## src/rtl/eep_pkg.sv

```systemverilog
`timescale 1ns/1ps
package eep_pkg;
  typedef enum logic [2:0] {
    ST_IDLE,
    ST_RX_CTRL,
    ST_RX_ADDR,
    ST_RX_DATA,
    ST_ACK,
    ST_TX,
    ST_TX_ACK,
    ST_HOLD
  } eep_state_e;
endpackage

```

## src/rtl/eep_bus_cond.sv

```systemverilog
`timescale 1ns/1ps
// Edge and bus-condition detection on the synchronous line levels.
module eep_bus_cond (
  input  logic clk,
  input  logic rst,
  input  logic scl_i,
  input  logic sda_i,
  output logic scl_lvl_o,
  output logic scl_rise_o,
  output logic scl_fall_o,
  output logic start_o,
  output logic stop_o
);
  logic scl_q, sda_q;

  always_ff @(posedge clk) begin
    if (rst) begin
      scl_q <= 1'b1;
      sda_q <= 1'b1;
    end else begin
      scl_q <= scl_i;
      sda_q <= sda_i;
    end
  end

  assign scl_lvl_o  = scl_q;
  assign scl_rise_o = scl_i & ~scl_q;
  assign scl_fall_o = ~scl_i & scl_q;
  // SDA moving while SCL stays high marks a bus condition
  assign start_o    = scl_i & scl_q & sda_q & ~sda_i;
  assign stop_o     = scl_i & scl_q & ~sda_q & sda_i;
endmodule

```

## src/rtl/eep_ptr.sv

```systemverilog
`timescale 1ns/1ps
// Shared word pointer: load from the address byte, step after each byte access.
module eep_ptr #(
  parameter int AW = 7
) (
  input  logic          clk,
  input  logic          rst,
  input  logic          load_i,
  input  logic [AW-1:0] load_val_i,
  input  logic          inc_i,
  output logic [AW-1:0] ptr_o
);
  always_ff @(posedge clk) begin
    if (rst)         ptr_o <= '0;
    else if (load_i) ptr_o <= load_val_i;
    else if (inc_i)  ptr_o <= ptr_o + 1'b1;   // natural wrap at the top
  end
endmodule

```

## src/rtl/i2c_eeprom_target.sv

```systemverilog
`timescale 1ns/1ps
module i2c_eeprom_target #(
  parameter int          AW        = 7,
  parameter int          DW        = 8,
  parameter int          CODE_W    = 4,
  parameter logic [3:0]  CTRL_CODE = 4'b1010
) (
  input  logic          clk,
  input  logic          rst,
  input  logic          scl_i,
  input  logic          sda_i,
  output logic          sda_oe_o,
  input  logic          wp_i,
  input  logic          wr_busy_i,
  output logic          mem_rd_o,
  output logic [AW-1:0] mem_raddr_o,
  input  logic [DW-1:0] mem_rdata_i,
  output logic          pb_wr_o,
  output logic [AW-1:0] pb_addr_o,
  output logic [DW-1:0] pb_data_o,
  output logic          pb_commit_o
);
  import eep_pkg::*;

  localparam int BCW = $clog2(DW + 1);
  localparam logic [BCW-1:0] LAST_BIT = BCW'(DW - 1);
  localparam logic [BCW-1:0] ALL_BITS = BCW'(DW);

  logic scl_lvl, scl_rise, scl_fall, start_evt, stop_evt;
  eep_state_e state, after_st;
  logic [BCW-1:0] bitcnt;
  logic [DW-1:0]  shreg, txreg, rx_byte;
  logic           sda_oe, rd_pend, wr_pend;
  logic           ptr_ld, ptr_inc;
  logic [AW-1:0]  ptr_val, ptr;
  logic           byte_end;

  eep_bus_cond u_cond (
    .clk(clk), .rst(rst), .scl_i(scl_i), .sda_i(sda_i),
    .scl_lvl_o(scl_lvl), .scl_rise_o(scl_rise), .scl_fall_o(scl_fall),
    .start_o(start_evt), .stop_o(stop_evt)
  );

  eep_ptr #(.AW(AW)) u_ptr (
    .clk(clk), .rst(rst), .load_i(ptr_ld), .load_val_i(ptr_val),
    .inc_i(ptr_inc), .ptr_o(ptr)
  );

  assign rx_byte     = {shreg[DW-2:0], sda_i};
  assign byte_end    = scl_rise && (bitcnt == LAST_BIT);
  assign sda_oe_o    = sda_oe;
  assign mem_raddr_o = ptr;

  always_ff @(posedge clk) begin
    if (rst) begin
      state       <= ST_IDLE;
      after_st    <= ST_IDLE;
      bitcnt      <= '0;
      shreg       <= '0;
      txreg       <= '0;
      sda_oe      <= 1'b0;
      rd_pend     <= 1'b0;
      wr_pend     <= 1'b0;
      ptr_ld      <= 1'b0;
      ptr_inc     <= 1'b0;
      ptr_val     <= '0;
      mem_rd_o    <= 1'b0;
      pb_wr_o     <= 1'b0;
      pb_addr_o   <= '0;
      pb_data_o   <= '0;
      pb_commit_o <= 1'b0;
    end else begin
      mem_rd_o    <= 1'b0;
      pb_wr_o     <= 1'b0;
      pb_commit_o <= 1'b0;
      ptr_ld      <= 1'b0;
      ptr_inc     <= 1'b0;
      rd_pend     <= mem_rd_o;

      if (stop_evt) begin
        state       <= ST_IDLE;
        sda_oe      <= 1'b0;
        pb_commit_o <= wr_pend;
        wr_pend     <= 1'b0;
      end else if (start_evt) begin
        state   <= ST_RX_CTRL;
        bitcnt  <= '0;
        sda_oe  <= 1'b0;
        wr_pend <= 1'b0;          // a repeated Start drops the write
      end else begin
        case (state)
          ST_RX_CTRL, ST_RX_ADDR, ST_RX_DATA: begin
            if (scl_rise) begin
              shreg  <= rx_byte;
              bitcnt <= bitcnt + 1'b1;
            end
            if (byte_end) begin
              bitcnt <= '0;
              if (wr_busy_i) begin
                state <= ST_HOLD;   // silent while programming
              end else if (state == ST_RX_CTRL) begin
                if (rx_byte[DW-1 -: CODE_W] == CTRL_CODE) begin
                  state <= ST_ACK;
                  if (rx_byte[0]) begin
                    after_st <= ST_TX;
                    mem_rd_o <= 1'b1;
                  end else begin
                    after_st <= ST_RX_ADDR;
                  end
                end else begin
                  state <= ST_HOLD;
                end
              end else if (state == ST_RX_ADDR) begin
                ptr_ld   <= 1'b1;
                ptr_val  <= rx_byte[AW-1:0];
                state    <= ST_ACK;
                after_st <= ST_RX_DATA;
              end else begin
                if (!wp_i) begin
                  pb_wr_o   <= 1'b1;
                  pb_addr_o <= ptr;
                  pb_data_o <= rx_byte;
                  wr_pend   <= 1'b1;
                end
                ptr_inc  <= 1'b1;
                state    <= ST_ACK;
                after_st <= ST_RX_DATA;
              end
            end
          end
          ST_ACK: begin
            if (scl_fall) begin
              if (!sda_oe) begin
                sda_oe <= 1'b1;     // ninth clock: pull low
              end else begin
                bitcnt <= '0;
                state  <= after_st;
                sda_oe <= (after_st == ST_TX) ? ~txreg[DW-1] : 1'b0;
              end
            end
          end
          ST_TX: begin
            if (scl_rise) begin
              bitcnt <= bitcnt + 1'b1;
              txreg  <= {txreg[DW-2:0], 1'b0};
              if (bitcnt == LAST_BIT) ptr_inc <= 1'b1;
            end
            if (scl_fall) begin
              if (bitcnt == ALL_BITS) begin
                sda_oe <= 1'b0;
                state  <= ST_TX_ACK;
              end else begin
                sda_oe <= ~txreg[DW-1];
              end
            end
          end
          ST_TX_ACK: begin
            if (scl_rise) begin
              if (!sda_i) begin
                mem_rd_o <= 1'b1;
                bitcnt   <= '0;
                state    <= ST_TX;
              end else begin
                state <= ST_HOLD;
              end
            end
          end
          default: ;
        endcase
      end

      if (rd_pend) txreg <= mem_rdata_i;
    end
  end

  AST_OE_RISE_SCL_LOW: assert property (@(posedge clk) disable iff (rst)
    $rose(sda_oe_o) |-> !scl_lvl);
  AST_OE_FALL_SCL_LOW: assert property (@(posedge clk) disable iff (rst)
    $fell(sda_oe_o) |-> (!scl_lvl || $past(start_evt || stop_evt)));
  AST_WP_NO_WRITE: assert property (@(posedge clk) disable iff (rst)
    pb_wr_o |-> !$past(wp_i));
  AST_BUSY_NO_WRITE: assert property (@(posedge clk) disable iff (rst)
    pb_wr_o |-> !$past(wr_busy_i));
  AST_COMMIT_AFTER_STOP: assert property (@(posedge clk) disable iff (rst)
    pb_commit_o |-> $past(stop_evt));
endmodule

```

## config.mk

```make
export PLATFORM = sky130hd
export DESIGN_NAME = i2c_eeprom_target
export DESIGN_NICKNAME = d
export VERILOG_FILES = /design/src/rtl/eep_pkg.sv /design/src/rtl/eep_bus_cond.sv /design/src/rtl/eep_ptr.sv /design/src/rtl/i2c_eeprom_target.sv
export SDC_FILE = /design/constraint.sdc
export NUM_CORES = 1
export LEC_CHECK = 0
export BUFFER_PORTS_ARGS = -buffer_cell sky130_fd_sc_hd__buf_2
export CAP_MARGIN = 20
export CORE_ASPECT_RATIO = 0.6
export CORE_UTILIZATION = 32
export DETAILED_ROUTE_END_ITERATION = 16
export GPL_ROUTABILITY_DRIVEN = 0
export GPL_TIMING_DRIVEN = 1
export PLACE_DENSITY = 0.46
export SYNTH_ARGS = -nofsm -noshare
export SYNTH_HDL_FRONTEND = slang
export SYNTH_SLANG_ARGS = --single-unit
```

## constraint.sdc

```tcl
create_clock -name clk -period 5.4 [get_ports clk]
set_clock_uncertainty 0.05 [all_clocks]
set_input_delay 0.54 -clock clk [delete_from_list [all_inputs] [get_ports clk]]
set_output_delay 0.54 -clock clk [all_outputs]
set_load 0.005 [all_outputs]
```

==> summary.txt <==
Timing
  • Final period utilization: 0.431
  • Fin. Hold Viols: 0
  • Fin crit period: around 2300 ps
  • Setup TNS: 0 ps
  • Slew @ Worst Pin: 854 ps
  • Max-slew violation count: 0
  • Fmax: about 0.43 GHz
  • Finish-stage setup viols: 0
  • RSZ-0062 raised after global routing: false
  • Rel. slew slack: 0.427

Route
  • Drt drc: 0
  • Antenna-violating nets left: 0
  • DR vias/cell: around 4.9
  • WL final: between 6000 and 7000 um
  • DR WL/cell: roughly 14 um
  • DRT Pass-1 Iters: 4
  • Initial DRC count: about 110
  • DR vias: around 2.3k

Synth
  • Netlist cell types: 45
  • Ys async rst share: 0
  • Synth Register Bits: 64
  • Register area share after synthesis: 0.448
  • Syn. warnings: 0
  • Most common flop cell mapped by yosys: dfxtp_1
  • Average size of a mapped cell: between 9 and 10 um^2
  • Post-Synthesis Cells: around 300
  • Synthesized Nets: 325
  • Post-synth EDFFs: 0
  • Syn Std Cell Area: 2860 um^2

Setup path
  • Max FO, Critical Path: 17
  • Crit path required time: ~5500 ps
  • CP bufs+invs: 0
  • Crit path cell chain: nand2b_1, or4_4, or4_4, mux2i_1, nor2_1
  • Worst setup SP type: flop
  • Critical path type: reg2reg
  • CP dominant cell by count: or4_4
  • CP max-delay cell: or4_4
  • Crit end category: flop
  • CP max stage delay: 680 ps
  • Critical path's top delay family: simple AND/OR/NAND/NOR gates
  • CP arrival: 2470 ps
  • Reg-to-Reg Start: u_cond.scl_lvl_o$_SDFF_PP1_
  • Critical path launch point: u_cond.scl_lvl_o$_SDFF_PP1_

Die
  • Num rows: 26
  • Core Footprint: 8590 um^2
  • Die Height: between 70 and 80 um
  • Die X: roughly 120 um
  • DIE AREA: 9330 um^2
  • IO Pins: 40
  • Starting Density: 0.333

Layout
  • Share of layout cells above drive strength 1: 0.207
  • ANT cells: 0
  • Fin nets: 360
  • Design Area, Final: 3490 um^2
  • Area Growth Syn to Fin: 22.0%

CTS
  • Total clock buffers created by CTS: 9
  • CTS Sinks: 64
  • Clock transition at the registers of the reported paths: about 50 ps
  • Setup bufs post-CTS: 0
  • Clock Latency Late Sink: roughly 330 ps
  • Root Buffer: clkbuf_16
  • Clk buf depth: 2
  • CTS resizes: 0
  • TritonCTS clock tree: built
  • H-Tree Depth: 3
  • Hold buffers post-CTS: 0

GRT
  • GRT Total Usage: 0.156
  • First-pass GRT wire length: about 10000 um
  • Global-route congestion overflow total: 0
  • Largest net degree at the start of global routing: 64
  • Vias in the first global route: 1910
  • Initial antenna violation count: 0

Power
  • Peak VDD IR: ~0.14 mV
  • Pwr dens: about 400 nW/um^2
  • Lkg Pwr: between 1 and 1.5 nW

Run status
  • Status: finished, final reports clean

Hold path
  • HP Class: in2reg
  • Worst hold start: mem_rdata_i[3]

Placed design
  • Post-DP HPWL: ~4500 um
  • Placed instance area: ~3100 um^2
  • I/O Buffers: 39

Job
  • Maxcap violations: 0
## sequential cells by signal, summed over array words and instances (netlist names), 3 cells and up
register / cells
bitcnt: 4
after_st: 3
txreg: 8
shreg: 7
u_ptr.ptr_o: 7
pb_data_o: 8
state: 3
ptr_val: 7
pb_addr_o: 7
## cells by family after synthesis
family,Yosys count,synth area share
AND/OR/NAND/NOR,122,0.210
XOR/XNOR,7,0.0214
multiplexers,49,0.175
flip-flops,64,0.448
buffers and inverters,24,0.0394
AO/OA/AOI/OAI,39,0.0941
adder cells (fa/ha/maj),3,0.0131
## path summary, 6_finish.rpt
kind | endpoint | slack [ps] | depth (start not counted)
max reg2reg | pb_addr_o[4]$_SDFFE_PP0P_ | 3080 | 5
min | txreg[3]$_SDFFE_PP0P_ | 390 | 3
min reg2reg | pb_commit_o$_SDFF_PP0_ | 390 | 2
max | pb_addr_o[4]$_SDFFE_PP0P_ | 3080 | 5
## cells in the final DEF (no fill, tap or decap), drive strengths merged, types with 4 or more instances in the layout
| master | synthesis | routed |
|---|---|---|
| o21ai | 4 | 4 |
| nor3 | 6 | 6 |
| o32ai | 4 | 4 |
| nand2 | 15 | 15 |
| nor2b | 8 | 8 |
| mux2i | 42 | 42 |
| dfxtp | 64 | 64 |
| a21oi | 12 | 12 |
| buf | 4 | 40 |
| or2 | 4 | 4 |
| nand4 | 4 | 4 |
| nor2 | 61 | 61 |
| nand2b | 7 | 7 |
| xor2 | 5 | 5 |
| mux2 | 7 | 7 |
| inv | 8 | 8 |
| clkbuf | 12 | 10 |
| bufinv | 0 | 4 |
## tightest hold or removal path: stages
cell	delay [ps]
buf_2	70
mux2i_1	50
nor2_1	70
## power breakdown
group	total [mW]	switching, mW	internal, mW
logic	0.157	0.0911	0.0658
clock network	0.715	0.207	0.508
registers	0.522	0.0376	0.484
total	1.39	0.336	1.06
## cells in the mapped netlist (3+ instances only)
cell      number  area, um^2
xor2_1         5        43.8
nor2_1        61         229
nand4b_1       3        26.3
o32ai_1        4        35.0
clkbuf_1      12        45.0
a21oi_1       12        60.1
inv_1          8        30.0
nor2b_1        8        50.1
ha_1           3        37.5
nand4_1        4        25.0
o21ai_0        4        20.0
mux2_2         7        78.8
dfxtp_1       64        1280
nor4_1         3        18.8
nand2b_1       7        43.8
or2_2          4        25.0
buf_6          3        33.8
mux2i_1       42         420
nor3_1         4        20.0
nand2_1       15        56.3
## routing by layer
| metal | GRT usage | up-vias | share of wire | wire (um) |
|---|---|---|---|---|
| li1 | - | 1153 | - | - |
| met2 | 0.173 | 68 | 0.34 | 2220 |
| met4 | 0.0635 | 0 | 0.012 | 76 |
| met1 | 0.249 | 1029 | 0.58 | 3750 |
| met3 | 0.0591 | 7 | 0.071 | 463 |
| met5 | 0 | - | 0 | 0 |
## metrics by stage
step	setup slack (ps)	cells	util	hold slack [ps]	power (mW)
2_1_floorplan	3060	308	-	372	0.644
3_3_place_gp	2840	444	0.363	383	0.688
3_5_place_dp	2800	444	0.363	389	0.685
4_1_cts	3050	460	0.406	381	1.41
5_1_grt	2900	460	0.406	400	1.45
6_report	3080	460	0.406	394	1.39
## layout make-up
class	instances	area [um^2]
Inverter	8	30.0
Clock inverter	6	130
Timing Repair Buffer	40	203
Fill cell	883	5100
Multi-Input combinational cell	220	1470
Clock buffer	10	239
Sequential cell	64	1280
Tap cell	112	140
Note: power is estimated with default switching activity, not from simulation.
